--- src/rtl/sgs_pkg.sv ---
package sgs_pkg;
   localparam int unsigned WORD_BYTES = 4;
   localparam int unsigned WORD_W     = 8 * WORD_BYTES;
   localparam int unsigned FINAL_BIT  = 31;

   typedef enum logic [2:0] {
      ST_IDLE,
      ST_CNT,
      ST_PTR,
      ST_CHK,
      ST_FETCH,
      ST_EMIT,
      ST_DONE
   } sgs_state_e;
endpackage

--- src/rtl/sgs_byte_lane.sv ---
module sgs_byte_lane #(
   parameter int unsigned NBYTES = 4,
   localparam int unsigned SEL_W = $clog2(NBYTES)
) (
   input  logic [8*NBYTES-1:0] word_i,
   input  logic [SEL_W-1:0]    sel_i,
   output logic [7:0]          byte_o
);
   logic [7:0] lanes [NBYTES];

   for (genvar g = 0; g < NBYTES; g++) begin : g_lane
      assign lanes[g] = word_i[8*g +: 8];
   end

   assign byte_o = lanes[sel_i];
endmodule

--- src/rtl/sgs_ctrl.sv ---
module sgs_ctrl
   import sgs_pkg::*;
#(
   parameter int unsigned AW    = 32,
   parameter int unsigned LEN_W = 31,
   localparam int unsigned SEL_W = $clog2(WORD_BYTES)
) (
   input  logic              clk_i,
   input  logic              rst_ni,
   input  logic              start_i,
   input  logic              sg_en_i,
   input  logic              accum_i,
   input  logic [AW-1:0]     src_addr_i,
   input  logic [LEN_W-1:0]  byte_cnt_i,
   output logic              mem_req_o,
   output logic [AW-1:0]     mem_addr_o,
   input  logic              mem_rvalid_i,
   input  logic [WORD_W-1:0] mem_rdata_i,
   output logic [WORD_W-1:0] word_o,
   output logic [SEL_W-1:0]  lane_o,
   output logic              emit_o,
   output logic              final_o,
   input  logic              ready_i,
   output logic              done_o,
   output logic              no_pad_o
);
   sgs_state_e        state_q;
   logic [AW-1:0]     list_q;
   logic [AW-1:0]     seg_addr_q;
   logic [LEN_W-1:0]  seg_left_q;
   logic              final_seg_q;
   logic              accum_q;
   logic [WORD_W-1:0] word_q;
   logic              one_left;
   logic              lane_end;

   assign one_left = (seg_left_q == LEN_W'(1));
   assign lane_end = (seg_addr_q[SEL_W-1:0] == {SEL_W{1'b1}});

   always_ff @(posedge clk_i or negedge rst_ni) begin
      if (!rst_ni) begin
         state_q     <= ST_IDLE;
         list_q      <= '0;
         seg_addr_q  <= '0;
         seg_left_q  <= '0;
         final_seg_q <= 1'b0;
         accum_q     <= 1'b0;
         word_q      <= '0;
      end else begin
         unique case (state_q)
            ST_IDLE: if (start_i) begin
               accum_q <= accum_i;
               if (sg_en_i) begin
                  list_q  <= src_addr_i;
                  state_q <= ST_CNT;
               end else begin
                  seg_addr_q  <= src_addr_i;
                  seg_left_q  <= byte_cnt_i;
                  final_seg_q <= 1'b1;
                  state_q     <= ST_CHK;
               end
            end
            ST_CNT: if (mem_rvalid_i) begin
               seg_left_q  <= mem_rdata_i[LEN_W-1:0];
               final_seg_q <= mem_rdata_i[FINAL_BIT];
               list_q      <= list_q + AW'(WORD_BYTES);
               state_q     <= ST_PTR;
            end
            ST_PTR: if (mem_rvalid_i) begin
               seg_addr_q <= mem_rdata_i[AW-1:0];
               list_q     <= list_q + AW'(WORD_BYTES);
               state_q    <= ST_CHK;
            end
            ST_CHK: begin
               if (seg_left_q != '0) state_q <= ST_FETCH;
               else if (final_seg_q) state_q <= ST_DONE;
               else                  state_q <= ST_CNT;
            end
            ST_FETCH: if (mem_rvalid_i) begin
               word_q  <= mem_rdata_i;
               state_q <= ST_EMIT;
            end
            ST_EMIT: if (ready_i) begin
               seg_addr_q <= seg_addr_q + AW'(1);
               seg_left_q <= seg_left_q - LEN_W'(1);
               if (one_left)      state_q <= final_seg_q ? ST_DONE : ST_CNT;
               else if (lane_end) state_q <= ST_FETCH;
            end
            ST_DONE: state_q <= ST_IDLE;
            default: state_q <= ST_IDLE;
         endcase
      end
   end

   always_comb begin
      mem_req_o  = (state_q == ST_CNT) || (state_q == ST_PTR) || (state_q == ST_FETCH);
      mem_addr_o = (state_q == ST_FETCH) ? seg_addr_q : list_q;
      mem_addr_o[SEL_W-1:0] = '0;
   end

   assign word_o   = word_q;
   assign lane_o   = seg_addr_q[SEL_W-1:0];
   assign emit_o   = (state_q == ST_EMIT);
   assign final_o  = emit_o && final_seg_q && one_left;
   assign done_o   = (state_q == ST_DONE);
   assign no_pad_o = done_o && accum_q;
endmodule

--- src/rtl/sg_gather_seq.sv ---
module sg_gather_seq
   import sgs_pkg::*;
#(
   parameter int unsigned AW    = 32,
   parameter int unsigned LEN_W = 31
) (
   input  logic              clk_i,
   input  logic              rst_ni,
   input  logic              start_i,
   input  logic              sg_en_i,
   input  logic              accum_i,
   input  logic [AW-1:0]     src_addr_i,
   input  logic [LEN_W-1:0]  byte_cnt_i,
   output logic              mem_req_o,
   output logic [AW-1:0]     mem_addr_o,
   input  logic              mem_rvalid_i,
   input  logic [WORD_W-1:0] mem_rdata_i,
   output logic              out_valid_o,
   output logic [7:0]        out_data_o,
   output logic              out_last_o,
   input  logic              out_ready_i,
   output logic              done_o,
   output logic              no_pad_o
);
   localparam int unsigned SEL_W = $clog2(WORD_BYTES);

   if (AW > WORD_W || AW <= SEL_W) begin : g_bad_aw
      $error("sg_gather_seq: AW must lie in (%0d, %0d]", SEL_W, WORD_W);
   end
   if (LEN_W > FINAL_BIT || LEN_W < 1) begin : g_bad_len
      $error("sg_gather_seq: LEN_W must lie in [1, %0d]", FINAL_BIT);
   end

   logic [WORD_W-1:0] word;
   logic [SEL_W-1:0]  lane;

   sgs_ctrl #(.AW(AW), .LEN_W(LEN_W)) ctrl_i (
      .clk_i       (clk_i),
      .rst_ni      (rst_ni),
      .start_i     (start_i),
      .sg_en_i     (sg_en_i),
      .accum_i     (accum_i),
      .src_addr_i  (src_addr_i),
      .byte_cnt_i  (byte_cnt_i),
      .mem_req_o   (mem_req_o),
      .mem_addr_o  (mem_addr_o),
      .mem_rvalid_i(mem_rvalid_i),
      .mem_rdata_i (mem_rdata_i),
      .word_o      (word),
      .lane_o      (lane),
      .emit_o      (out_valid_o),
      .final_o     (out_last_o),
      .ready_i     (out_ready_i),
      .done_o      (done_o),
      .no_pad_o    (no_pad_o)
   );

   sgs_byte_lane #(.NBYTES(WORD_BYTES)) lane_i (
      .word_i(word),
      .sel_i (lane),
      .byte_o(out_data_o)
   );
endmodule

--- config.mk ---
export PLATFORM = sky130hd
export DESIGN_NAME = sg_gather_seq
export DESIGN_NICKNAME = d
export VERILOG_FILES = /design/src/rtl/sgs_pkg.sv /design/src/rtl/sgs_byte_lane.sv /design/src/rtl/sgs_ctrl.sv /design/src/rtl/sg_gather_seq.sv
export SDC_FILE = /design/constraint.sdc
export NUM_CORES = 1
export LEC_CHECK = 0
export CAP_MARGIN = 40
export CORE_MARGIN = 2
export CORE_UTILIZATION = 44
export CTS_CLUSTER_DIAMETER = 120
export DETAILED_ROUTE_END_ITERATION = 8
export GPL_TIMING_DRIVEN = 0
export PLACE_DENSITY = 0.81
export SLEW_MARGIN = 25
export SYNTH_ARGS = -nofsm -noshare
export SYNTH_HDL_FRONTEND = slang
export SYNTH_SLANG_ARGS = --single-unit
--- constraint.sdc ---
create_clock -name clk_i -period 2.8 [get_ports clk_i]
set_input_delay 0.56 -clock clk_i [delete_from_list [all_inputs] [get_ports clk_i]]
set_output_delay 0.56 -clock clk_i [all_outputs]
set_load 0.01 [all_outputs]
==> impl_metrics.csv <==
group,metric,value,unit
layout,fin_cells,1445,
placed_design,hpwl,25300,um
detailed_routing,via_count,9596,
worst_setup_path,cpMostUsedCell,"or4_4",
cts,path_clk_slew,0.06,ns
pwr,power.leakage,0.00434,uW
sta,rsz0062_at_grt,"true",
sta,slew_viol_final,0,
sta,post-route-period-util,112,%
placed_design,gp_congestion,1.01,
placed_design,dp_cells,1393,
floorplanning,start_util,45.2,%
sta,fmax,319,MHz
cts,cts-htree-levels,4,
detailed_routing,drc,0,
global_routing,use_met3,8.26,%
global_routing,grt.total_usage,33.8,%
detailed_routing,routed_wl,35000,um
global_routing,antenna_found_initial,0,
worst_setup_path,path_cells,"or4_4 > or4_4 > or4_4 > nor2_4 > buf_6",
placed_design,io_buffers,144,
global_routing,busiest_layer,"met2",
worst_setup_path,slowest_delay,0.55,ns
logic_synthesis,avgSynthCellArea,8.69,um2
floorplanning,die-width,143,um
logic_synthesis,ys_seq_elements,130,
worst_setup_path,required,2.24,ns
layout,stdcell_area,0.0113,mm2
status,violations,"hold timing, setup timing",
status,status,"finished with violations",
worst_setup_path,critPathKind,"reg2out",
global_routing,met2_usage,52.3,%
detailed_routing,viasPerCell,6.64,
sta,fin_crit,3.13,ns
floorplanning,core,0.0189,mm2
worst_setup_path,crit_path_start_kind,"register",
global_routing,met1_usage,44.9,%
layout,ff_latch_area,0.00326,mm2
cts,root_buffer,"clkbuf_16",
sta,setup_violations,2,
floorplanning,num_rows,50,
floorplanning,fp.dieH,143,um
cts,clock-sinks,130,
sta,relSlewSlack,40.9,%
layout,multiInputGateArea,0.00501,mm2
logic_synthesis,ys.warnings.count,0,
global_routing,grt_pass1_wl,52400,um
pwr,powerDensity,1040,mW/mm2
detailed_routing,wl_per_cell,24.2,um
logic_synthesis,synth_seq_area_share,38.1,%
layout,num-fill-cells,1618,
detailed_routing,drt_iter0_drc,1273,
cts,cts_tree,"built",
layout,final_cell_mix,"dfrtp_1, clkdlybuf4s50_1, a21oi_1, nand2_1, o21ai_0",
sta,finClkSkew,0.00869,ns
detailed_routing,final_antenna_net_count,0,
placed_design,dpl_cell_area,0.0104,mm2
detailed_routing,firstDrtPassIters,6,
sta,setup_slack,-0.335,ns
floorplanning,die_area,0.0206,mm2
sta,worst_pin_slew,0.886,ns
layout,layout_commonest_cell,"dfrtp_1",
sta,holdWs,-0.00607,ns
logic_synthesis,synth_edf_count,0,
logic_synthesis,netlist_area,0.00855,mm2
flow_run,drv_cap,0,
worst_setup_path,cp_max_fo,2,
logic_synthesis,synthFlopType,"dfrtp_1",
floorplanning,ios,147,
global_routing,grt_pass1_vias,9037,
logic_synthesis,synth_cells,983,
layout,drive_gt1_share,16.3,%
logic_synthesis,ys_types,72,
layout,area_delta_synth_final,32.5,%
worst_hold_path,worst_hold_path_type,"in2async",
sta,finalHoldViolCount,1,
worst_setup_path,crit_path_end_kind,"output port",
worst_setup_path,cpMaxStageDelayCell,"or4_4",
logic_synthesis,ys_async_sr_fraction,100,%
cts,holdBufCountCts,0,
global_routing,grt_overflow_total,0,
layout,antenna_cells,0,
pwr,ir_drop,0.615,mV
layout,final_nets,1278,
cts,clock_latency,0.43,ns
cts,ctsLongestPathBuffers,2,
worst_setup_path,crit_arrival,2.57,ns
cts,cts_buffers,17,
global_routing,grt_max_degree,91,
==> worst paths after layout <==
path,start,cells after the start,end,slack (ns)
min reg2reg,ctrl_i.word_o[14],1,ctrl_i.word_o[14],0.50
min,rst_ni,1,ctrl_i.seg_left_q[20],-0.006
min in group clk_i,ctrl_i.word_o[14],1,ctrl_i.word_o[14],0.50
max in group asynchronous,rst_ni,2,ctrl_i.seg_addr_q[1],2.01
max reg2reg,ctrl_i.seg_left_q[22],6,ctrl_i.state_q[0],0
max,ctrl_i.seg_left_q[22],5,out_last_o,-0.33
==> worst max-delay path, delay by kind of cell, from the launching register on <==
family,cells,cell delay (ns)
buf+inv,1,0.10
flops,1,0.39
simple gates,4,1.65
==> cell usage after synthesis (7+ instances only) <==
cell type | n | share of area [%]
o2bb2ai_1 | 8 | 0.82
nand4_1 | 26 | 1.9
mux2_2 | 61 | 8.0
o31a_1 | 9 | 0.92
nor3_1 | 25 | 1.5
o22ai_1 | 21 | 1.5
inv_1 | 19 | 0.83
a221oi_1 | 11 | 1.1
o22a_1 | 10 | 1.0
o21ai_0 | 75 | 4.4
nand3_1 | 32 | 1.9
a2bb2oi_1 | 7 | 0.72
or3_1 | 7 | 0.51
a31oi_1 | 20 | 1.5
and3_1 | 17 | 1.2
mux4_2 | 8 | 2.1
nand2_1 | 77 | 3.4
o21a_1 | 8 | 0.70
a22o_1 | 9 | 0.92
o31ai_1 | 12 | 1.1
dfrtp_1 | 130 | 38
clkbuf_1 | 71 | 3.1
a21o_1 | 9 | 0.79
a21oi_1 | 104 | 6.1
buf_1 | 9 | 0.40
a22oi_1 | 21 | 1.8
nor2_1 | 62 | 2.7
nor4_1 | 14 | 1.0
==> metal layers <==
metal / part of all wire (%) / up-vias
met5: 0 / -
met1: 38 / 4569
li1: - / 4145
met2: 45 / 761
met3: 13 / 121
met4: 4.5 / 0
==> per-stage QoR <==
| step | worst slack, ns | util [%] | hold WS, ns | total power [uW] | setup TNS [ns] |
|---|---|---|---|---|---|
| global placement | -4.23 | 54.6 | 0.485 | 9080 | -599.53 |
| finish | -0.335 | 59.9 | -0.00607 | 11800 | -0.336 |
| CTS | -0.409 | 59.4 | 0.0123 | 11500 | -0.668 |
| floorplan | 0.0577 | - | 0.264 | 6780 | 0 |
| detailed placement | -1.32 | 55.0 | 0.467 | 9210 | -33.50 |
| global route | -0.379 | 59.9 | 0.0253 | 12300 | -0.482 |
==> what timing repair did <==
action | in CTS | in global routing
cloned | 1 | 0
gates resized for setup | 114 | 38
setup buffers | 13 | 8
pin swaps | 5 | 0
setup endpoints to repair | 108 | 62
==> registers in the layout, indices dropped and copies added (netlist names) <==
signal              flops
ctrl_i.word_o          32
ctrl_i.state_q          3
ctrl_i.list_q          30
ctrl_i.seg_left_q      31
ctrl_i.seg_addr_q      32
ctrl_i.final_seg_q      1
ctrl_i.accum_q          1
==> area by class of cell <==
class,count,area share [%]
timing repair buffer,173,14.5
multi-input combinational,751,44.3
clock inverter,15,1.30
sequential,130,28.7
tap,260,2.87
inverter,20,0.685
clock buffer,17,3.76
buffer,79,3.84
==> where the power goes <==
group	switching [uW]	internal, uW
clock network	982	1240
logic	3030	2650
registers	1070	2790
total	5090	6680
==> cells by family (layout without fill, tap and decap cells) <==
group	after synthesis	count (layout)	share of synthesized area [%]
other	1	2	0.0439
multiplexers	73	73	10.7
adder cells (fa/ha/maj)	4	4	0.586
XOR/XNOR	3	3	0.307
flip-flops	130	130	38.1
AND/OR/NAND/NOR	304	304	18.0
AO/OA/AOI/OAI	365	365	27.7
buffers and inverters	103	304	4.63
Power figures use the tool's default switching activity.
